File: src/rtl/ddr_rc_pkg.sv
package ddr_rc_pkg;

   // Memory cycle position inside one controller cycle
   typedef enum logic {
      SLOT_FIRST  = 1'b0,
      SLOT_SECOND = 1'b1
   } slot_e;

   localparam int STROBE_W = 3;

   function automatic slot_e next_slot(input slot_e cur);
      return (cur == SLOT_FIRST) ? SLOT_SECOND : SLOT_FIRST;
   endfunction

endpackage

File: src/rtl/ddr_rc_phase.sv
module ddr_rc_phase
   import ddr_rc_pkg::*;
(
   input  logic  clk_i,
   input  logic  rst_i,
   output slot_e ph_o
);

   slot_e ph_q;

   always_ff @(posedge clk_i) begin
      if (rst_i) begin
         ph_q <= SLOT_FIRST;
      end else begin
         ph_q <= next_slot(ph_q);
      end
   end

   assign ph_o = ph_q;


   phase_toggle_chk: assert property (@(posedge clk_i) disable iff (rst_i)
      !$past(rst_i) |-> (ph_q != $past(ph_q)));

endmodule

File: src/rtl/ddr_rc_lane2t.sv
module ddr_rc_lane2t
   import ddr_rc_pkg::*;
#(
   parameter int           W       = 8,
   parameter logic [W-1:0] RST_VAL = '0
) (
   input  logic         clk_i,
   input  logic         rst_i,
   input  logic         half_i,
   input  slot_e        ph_i,
   input  logic [W-1:0] d_i,
   output logic [W-1:0] q_o
);

   if (W < 1) begin : g_bad_width
      $error("ddr_rc_lane2t: W must be at least 1");
   end

   logic         load;
   logic [W-1:0] q_q;

   assign load = !half_i || (ph_i == SLOT_SECOND);

   always_ff @(posedge clk_i) begin
      if (rst_i) begin
         q_q <= RST_VAL;
      end else if (load) begin
         q_q <= d_i;
      end
   end

   assign q_o = q_q;


   hold_two_cycles_chk: assert property (@(posedge clk_i) disable iff (rst_i)
      (half_i && ph_i == SLOT_FIRST) |=> $stable(q_o));

endmodule

File: src/rtl/ddr_rc_pulse.sv
module ddr_rc_pulse
   import ddr_rc_pkg::*;
#(
   parameter int N          = 1,
   parameter bit ACTIVE_LOW = 1'b0,
   parameter bit LATE       = 1'b1
) (
   input  logic         clk_i,
   input  logic         rst_i,
   input  logic         half_i,
   input  slot_e        ph_i,
   input  logic [N-1:0] req_i,
   output logic [N-1:0] pin_o
);

   if (N < 1) begin : g_bad_count
      $error("ddr_rc_pulse: N must be at least 1");
   end

   logic [N-1:0] act_q;

   if (LATE) begin : g_late
      // Request waits one memory cycle, then pulses in the second slot
      logic [N-1:0] held_q;
      always_ff @(posedge clk_i) begin
         if (rst_i) begin
            act_q  <= '0;
            held_q <= '0;
         end else if (!half_i) begin
            act_q  <= req_i;
         end else if (ph_i == SLOT_SECOND) begin
            held_q <= req_i;
            act_q  <= '0;
         end else begin
            act_q  <= held_q;
         end
      end
   end else begin : g_early
      // Request pulses in the first slot of the window
      always_ff @(posedge clk_i) begin
         if (rst_i) begin
            act_q <= '0;
         end else if (!half_i) begin
            act_q <= req_i;
         end else if (ph_i == SLOT_SECOND) begin
            act_q <= req_i;
         end else begin
            act_q <= '0;
         end
      end
   end

   if (ACTIVE_LOW) begin : g_low
      assign pin_o = ~act_q;
   end else begin : g_high
      assign pin_o = act_q;
   end


   single_cycle_pulse_chk: assert property (@(posedge clk_i) disable iff (rst_i)
      (half_i && |act_q) |=> (!half_i || ((act_q & $past(act_q)) == '0)));


   pulse_slot_chk: assert property (@(posedge clk_i) disable iff (rst_i)
      (half_i && $past(half_i) && |act_q) |->
         (ph_i == (LATE ? SLOT_SECOND : SLOT_FIRST)));

endmodule

File: src/rtl/ddr_cmd_rate_conv.sv
module ddr_cmd_rate_conv
   import ddr_rc_pkg::*;
#(
   parameter int ADDR_W     = 14,
   parameter int BA_W       = 3,
   parameter int RANKS      = 2,
   parameter bit PULSE_LATE = 1'b1
) (
   input  logic              clk_mem_i,
   input  logic              rst_i,
   input  logic              half_rate_i,
   input  logic [RANKS-1:0]  cs_req_i,
   input  logic              ras_n_i,
   input  logic              cas_n_i,
   input  logic              we_n_i,
   input  logic [ADDR_W-1:0] addr_i,
   input  logic [BA_W-1:0]   ba_i,
   input  logic [RANKS-1:0]  cke_i,
   input  logic [RANKS-1:0]  odt_i,
   output logic              phase_o,
   output logic [RANKS-1:0]  mem_cs_n_o,
   output logic [RANKS-1:0]  mem_cke_o,
   output logic [RANKS-1:0]  mem_odt_o,
   output logic              mem_ras_n_o,
   output logic              mem_cas_n_o,
   output logic              mem_we_n_o,
   output logic [ADDR_W-1:0] mem_addr_o,
   output logic [BA_W-1:0]   mem_ba_o
);

   if (ADDR_W < 1 || BA_W < 1 || RANKS < 1) begin : g_bad_param
      $error("ddr_cmd_rate_conv: widths and rank count must be positive");
   end

   localparam logic [STROBE_W-1:0] STROBE_IDLE = '1;

   slot_e               ph;
   logic                no_cmd;
   logic [STROBE_W-1:0] strobe_d;
   logic [STROBE_W-1:0] strobe_q;

   assign no_cmd   = ~|cs_req_i;
   assign strobe_d = no_cmd ? STROBE_IDLE : {ras_n_i, cas_n_i, we_n_i};

   ddr_rc_phase i_phase (
      .clk_i (clk_mem_i),
      .rst_i (rst_i),
      .ph_o  (ph)
   );

   ddr_rc_lane2t #(.W(ADDR_W), .RST_VAL('0)) i_addr_lane (
      .clk_i  (clk_mem_i),
      .rst_i  (rst_i),
      .half_i (half_rate_i),
      .ph_i   (ph),
      .d_i    (addr_i),
      .q_o    (mem_addr_o)
   );

   ddr_rc_lane2t #(.W(BA_W), .RST_VAL('0)) i_ba_lane (
      .clk_i  (clk_mem_i),
      .rst_i  (rst_i),
      .half_i (half_rate_i),
      .ph_i   (ph),
      .d_i    (ba_i),
      .q_o    (mem_ba_o)
   );

   ddr_rc_lane2t #(.W(STROBE_W), .RST_VAL(STROBE_IDLE)) i_strobe_lane (
      .clk_i  (clk_mem_i),
      .rst_i  (rst_i),
      .half_i (half_rate_i),
      .ph_i   (ph),
      .d_i    (strobe_d),
      .q_o    (strobe_q)
   );

   ddr_rc_pulse #(.N(RANKS), .ACTIVE_LOW(1'b1), .LATE(PULSE_LATE)) i_cs_pulse (
      .clk_i  (clk_mem_i),
      .rst_i  (rst_i),
      .half_i (half_rate_i),
      .ph_i   (ph),
      .req_i  (cs_req_i),
      .pin_o  (mem_cs_n_o)
   );

   ddr_rc_pulse #(.N(RANKS), .ACTIVE_LOW(1'b0), .LATE(PULSE_LATE)) i_cke_pulse (
      .clk_i  (clk_mem_i),
      .rst_i  (rst_i),
      .half_i (half_rate_i),
      .ph_i   (ph),
      .req_i  (cke_i),
      .pin_o  (mem_cke_o)
   );

   ddr_rc_pulse #(.N(RANKS), .ACTIVE_LOW(1'b0), .LATE(PULSE_LATE)) i_odt_pulse (
      .clk_i  (clk_mem_i),
      .rst_i  (rst_i),
      .half_i (half_rate_i),
      .ph_i   (ph),
      .req_i  (odt_i),
      .pin_o  (mem_odt_o)
   );

   assign phase_o = ph;
   assign {mem_ras_n_o, mem_cas_n_o, mem_we_n_o} = strobe_q;


   full_rate_nop_chk: assert property (@(posedge clk_mem_i) disable iff (rst_i)
      (!$past(half_rate_i) && !$past(rst_i) && (&mem_cs_n_o)) |->
         ({mem_ras_n_o, mem_cas_n_o, mem_we_n_o} == STROBE_IDLE));


   reset_idle_chk: assert property (@(posedge clk_mem_i)
      $past(rst_i) |-> (&mem_cs_n_o && mem_cke_o == '0 && mem_odt_o == '0));

endmodule

File: config.mk
export PLATFORM = sky130hd
export DESIGN_NAME = ddr_cmd_rate_conv
export DESIGN_NICKNAME = d
export VERILOG_FILES = /design/src/rtl/ddr_rc_pkg.sv /design/src/rtl/ddr_rc_phase.sv /design/src/rtl/ddr_rc_lane2t.sv /design/src/rtl/ddr_rc_pulse.sv /design/src/rtl/ddr_cmd_rate_conv.sv
export SDC_FILE = /design/constraint.sdc
export NUM_CORES = 1
export LEC_CHECK = 0
export CORE_UTILIZATION = 60
export CTS_BUF_LIST = sky130_fd_sc_hd__clkbuf_2 sky130_fd_sc_hd__clkbuf_4 sky130_fd_sc_hd__clkbuf_8
export DETAILED_ROUTE_END_ITERATION = 10
export DONT_BUFFER_PORTS = 1
export PLACE_DENSITY = 0.75
export SETUP_SLACK_MARGIN = 0.2
export SYNTH_ARGS = -nofsm -noshare
export SYNTH_HDL_FRONTEND = slang
export SYNTH_SLANG_ARGS = --single-unit
File: constraint.sdc
create_clock -name clk_mem_i -period 2.3 [get_ports clk_mem_i]
set_input_delay 0 -clock clk_mem_i [delete_from_list [all_inputs] [get_ports clk_mem_i]]
set_output_delay 0 -clock clk_mem_i [all_outputs]
set_load 0.005 [all_outputs]
# Word-level counts from Yosys, hierarchy flattened
# Index checks and enable logic that the tools add are counted.
[word_totals]
register_bits = 33
input_bits = 29
out_inout_bits = 27
wordCells = 23
[classes]
n_mux = 8
bitwise_logic = 1
n_reduce_logical = 4
[ops]
columns = ["operator", "n"]
rows = [
  ["2-bit 2-to-1 mux", 6],
  ["3-bit 2-to-1 mux", 1],
  ["2-bit NOT", 1],
  ["2-bit AND reduction", 1],
  ["2-bit OR reduction", 1],
  ["1-bit logical NOT", 1],
  ["1-bit logical OR", 1],
  ["1-bit 2-to-1 mux", 1],
]

# Depth between registers and ports, before layout
[depth]
depth_word = 2
ltp_mapped = 4
depth_no_buf = 3

# By module
# Synthesis repeated with hierarchy kept, for this count alone.
[hier_totals]
hier_cells = 143
hier_area_um2 = 1491.4
[by_module_without_submodules]
columns = ["module", "n_inst", "cells_per_inst", "area_each_um2"]
rows = [
  ["ddr_rc_lane2t (i_addr_lane)", 1, 62, 685.7],
  ["ddr_rc_pulse (i_cke_pulse ...)", 2, 16, 157.7],
  ["ddr_rc_pulse (i_cs_pulse)", 1, 18, 165.2],
  ["ddr_rc_lane2t (i_ba_lane)", 1, 13, 152.6],
  ["ddr_rc_lane2t (i_strobe_lane)", 1, 13, 126.4],
  ["ddr_rc_phase", 1, 2, 23.8],
  ["ddr_cmd_rate_conv", 1, 3, 22.5],
]

# Least setup slack after synthesis
# OpenSTA, ideal clock, no wires.
[synth_path]
path_type = "register to register"
from = "register i_phase.ph_q, in the netlist i_phase.ph_o"
to = "register i_strobe_lane.q_q[0], in the netlist i_strobe_lane.q_o[0]"
arrival_time_ns = 0.889
t_required_ns = 2.178
slack_ns = 1.288
path_stages_with_launch = 5
n_path_buf = 1
synth_period_minus_slack_ns = 1.012
cell_sequence = "dfxtp_1 -> nor2b_1 -> buf_2 -> nor4_1 -> nor2_1"
[synth_via]
elab_chain_len = 1
[synth_lines]
columns = ["element", "line_no", "text"]
rows = [
  ["from (decl)", "ddr_rc_phase.sv:9", "slot_e ph_q;"],
  ["from (signal assigned)", "ddr_rc_phase.sv:15", "ph_q <= next_slot(ph_q);"],
  ["1-bit logical OR", "ddr_rc_lane2t.sv:22", "assign load = !half_i || (ph_i == SLOT_SECOND);"],
  ["to (signal assigned)", "ddr_rc_lane2t.sv:28", "q_q <= d_i;"],
  ["to (decl)", "ddr_rc_lane2t.sv:20", "logic [W-1:0] q_q;"],
]
# Every way passes these cells.
# A chain may end at the register's enable or synchronous reset.

# Worst setup path after layout
[layout_path]
from = "register i_phase.ph_q, in the netlist i_phase.ph_o"
to = "register i_cs_pulse.g_late.held_q[0]"
[layout_via]
elab_chain_len = 1
[layout_lines]
columns = ["element", "line_no", "text"]
rows = [
  ["2-bit AND reduction (no line)", "n/a", ""],
  ["to (signal assigned)", "ddr_rc_pulse.sv:32", "held_q <= req_i;"],
  ["to (decl)", "ddr_rc_pulse.sv:24", "logic [N-1:0] held_q;"],
]
# Every way passes these cells.

==> flow_metrics.env <==
export IMPL_status="completed"
export IMPL_portBuffers=0
export IMPL_die_w_um=46.8
export IMPL_required_ns=2.57
export IMPL_grt_pass1_wl_um=4590
export IMPL_netlist_area_mm2=0.00120
export IMPL_fp_dieH_um=46.8
export IMPL_fin_crit_sh_pct=88.2
export IMPL_synth_compound_area_share_pct=12.1
export IMPL_end_kind="flip-flop"
export IMPL_nets=210
export IMPL_clock_skew_ns=0.0109
export IMPL_rr_worst_depth=5
export IMPL_synth_adder_area_share_pct=0
export IMPL_muxShareOfSynthArea_pct=0
export IMPL_setup_viol=0
export IMPL_path_class="flip-flop to flip-flop"
export IMPL_cts_buffers=5
export IMPL_grt_max_degree=37
export IMPL_drt_initial_drc_count=34
export IMPL_clk_pin_slew_ns=0.10
export IMPL_grtUsageTotal_pct=31.1
export IMPL_p_leak_nw=0.626
export IMPL_rsz0062_at_grt="false"
export IMPL_synthesis_nets=176
export IMPL_final_util_pct=90.0
export IMPL_dpl_cell_count=163
export IMPL_syn_to_final_growth_pct=34.7
export IMPL_tns_ns=0
export IMPL_r2r_end="i_cs_pulse.g_late.held_q[0]"
export IMPL_yosysTopAreaCell="dfxtp_1"
export IMPL_rrSetupSlack_ns=0.27
export IMPL_drc=0
export IMPL_synth_avg_cell_area_um2=8.19
export IMPL_synth_top_family_by_area="simple AND/OR/NAND/NOR gates"
export IMPL_worstPathMaxFanout=16
export IMPL_insertion_delay_ns=0.32
export IMPL_min_period_ns=2.03
export IMPL_synth_simple_area_share_pct=27.5
export IMPL_crit_slowest_cell="dlygate4sd3_1"
export IMPL_rows=15
export IMPL_worstHoldEndpoint="i_addr_lane.q_o[1]"
export IMPL_yosysTopAreaCellShare_pct=54.9
export IMPL_synth_xor_area_share_pct=0
export IMPL_min_from="half_rate_i"
export IMPL_tightest_slew_ns=1.25
export IMPL_slew_headroom_pct=16.7
export IMPL_clock_fmax_mhz=493
export IMPL_yosysUniqueCellTypes=15
export IMPL_cp_common_cell="dlygate4sd3_1"
export IMPL_drt_pass1_iter_count=4
export IMPL_critPathArrivalTime_ns=2.30
export IMPL_ios=56
export IMPL_worstPathCellList="buf_4 > nand3_1 > dlygate4sd3_1 > a21oi_1 > dlygate4sd3_1"
export IMPL_synth_seq_cells=33
export IMPL_cp_start_kind="flip-flop"
export IMPL_grt_antenna_before_repair=0
export IMPL_htreeDepth=2
export IMPL_ys_seq_area_share_pct=54.9
export IMPL_r2r_start="i_phase.ph_o"
export IMPL_grt_overflow=0
export IMPL_via_per_inst=5.60
export IMPL_synth_warning_count=0
export IMPL_pwr_density_cell_mw_per_mm2=694
export IMPL_drive_gt1_share_pct=5.49
export IMPL_holdWs_ns=0.146
export IMPL_hp_class="primary input to flip-flop"
export IMPL_synth_area_leaders="dfxtp_1 (55%), nand2_1 (13%), a21oi_1 (12%), nand3b_1 (3.7%), nand2b_1 (3.6%)"
export IMPL_vias=1159
export IMPL_max_cap_violations=0
export IMPL_initial_utilization_pct=66.8
export IMPL_coreArea_mm2=0.00180
export IMPL_wl_um=3210
export IMPL_cts_tree="built"
export IMPL_maxSlewViolCount=0
export IMPL_fin_cells=207
export IMPL_wl_per_cell_um=15.5
export IMPL_timing_final_hold_violations=0
export IMPL_postSynthCellCount=147
export IMPL_irDropWorstVdd_mv=0.579
export IMPL_ant_nets=0
export IMPL_clk_path_buf_depth=2
export IMPL_whs_path_depth=4
export IMPL_die_area_mm2=0.00219
export IMPL_root_buffer="clkbuf_4"
export IMPL_gp_congestion=0.660
export IMPL_grt_pass1_vias=1062
export IMPL_n_antenna_cell=0
export IMPL_numClockSinks=33
export IMPL_max_stage_delay_ns=0.60
[where the power goes]
group / switching (mW) / internal (mW) / leakage [nW] / total, mW
clock: 0.184 / 0.177 / 0.0413 / 0.361
combinational: 0.0687 / 0.0680 / 0.313 / 0.137
sequential: 0.0224 / 0.605 / 0.272 / 0.627
total: 0.275 / 0.850 / 0.626 / 1.12
[flip-flops by register name, indices dropped and copies added, names as in the netlist]
| signal | count |
|---|---|
| i_odt_pulse.g_late.held_q | 2 |
| i_cke_pulse.g_late.held_q | 2 |
| i_addr_lane.q_o | 14 |
| i_odt_pulse.pin_o | 2 |
| i_phase.ph_o | 1 |
| i_ba_lane.q_o | 3 |
| i_cs_pulse.g_late.held_q | 2 |
| i_strobe_lane.q_o | 3 |
| i_cke_pulse.pin_o | 2 |
| i_cs_pulse.act_q | 2 |
[area by class of cell]
class	count	area, um^2
clock buffer	7	65.1
clock inverter	1	5.00
fill	88	180
inverter	2	7.51
multi-input combinational	101	477
sequential	33	661
tap	25	31.3
timing repair buffer	38	375
[cell usage in the layout (no fill, tap or decap), drive strengths merged]
| cell type | netlist | layout |
|---|---|---|
| nand2 | 41 | 41 |
| dlygate4sd3 | 0 | 36 |
| dfxtp | 33 | 33 |
| a21oi | 29 | 29 |
| nand2b | 7 | 7 |
| clkbuf | 2 | 7 |
| nand3 | 6 | 6 |
| nand3b | 6 | 6 |
| nor2 | 5 | 5 |
| nor4 | 3 | 3 |
| nor3 | 3 | 3 |
| inv | 2 | 2 |
| buf | 9 | 2 |
| nor2b | 1 | 1 |
| clkinv | 0 | 1 |
[cells in the mapped netlist]
cell type   n
buf_2       5
nand3b_1    6
buf_1       1
dfxtp_1    33
inv_1       2
nor4_1      3
nor3_1      3
nand2_1    41
nor2_1      5
nand2b_1    7
a21oi_1    29
nor2b_1     1
buf_4       3
nand3_1     6
clkbuf_1    2
[per-layer routing]
layer / part of all wire (%) / global-route usage, % / wire (um)
met3: 9.5 / 10.4 / 304
met4: 2.6 / 13.7 / 85
met1: 38 / 33.8 / 1220
met2: 50 / 55.0 / 1600
met5: 0 / 0 / 0
[cells by family after synthesis]
kind of cell | count (synthesis)
and+or+nand+nor | 72
DFF | 33
AOI/OAI and AO/OA | 29
buffers and inverters | 13
[stage by stage]
stage	total power, mW	setup slack [ns]	cell area (um^2)
2_1_floorplan	0.708	1.29	1200
3_3_place_gp	0.704	1.11	1190
3_5_place_dp	0.708	1.06	1190
4_1_cts	1.12	0.398	1620
5_1_grt	1.17	0.202	1620
6_report	1.12	0.271	1620
[critical path: cells and delay by family (launching register included)]
| kind | cells | cell delay (ns) |
|---|---|---|
| buffers and inverters | 3 | 1.37 |
| flip-flops | 1 | 0.34 |
| AND/OR/NAND/NOR | 1 | 0.10 |
| AO/OA/AOI/OAI | 1 | 0.16 |
[how the worst max path moves through the flow]
| stage | startpoint | endpoint | slack [ns] | cells past startpoint |
|---|---|---|---|---|
| floorplan | i_phase.ph_o | i_strobe_lane.q_o[0] | 1.29 | 4 |
| global placement | i_phase.ph_o | i_ba_lane.q_o[1] | 1.11 | 3 |
| detailed placement | i_phase.ph_o | i_addr_lane.q_o[3] | 1.06 | 3 |
| CTS | i_phase.ph_o | i_cs_pulse.g_late.held_q[0] | 0.40 | 5 |
| global route | i_phase.ph_o | i_cs_pulse.g_late.held_q[0] | 0.20 | 5 |
| finish | i_phase.ph_o | i_cs_pulse.g_late.held_q[0] | 0.27 | 5 |
[timing repair]
item | in CTS | in global routing
gates resized for setup | 0 | 0
hold buffers | 36 | 0
hold endpoints to repair | 33 | 0
buffers inserted | 0 | 0
No activity file was read; power rests on OpenSTA's default activity.
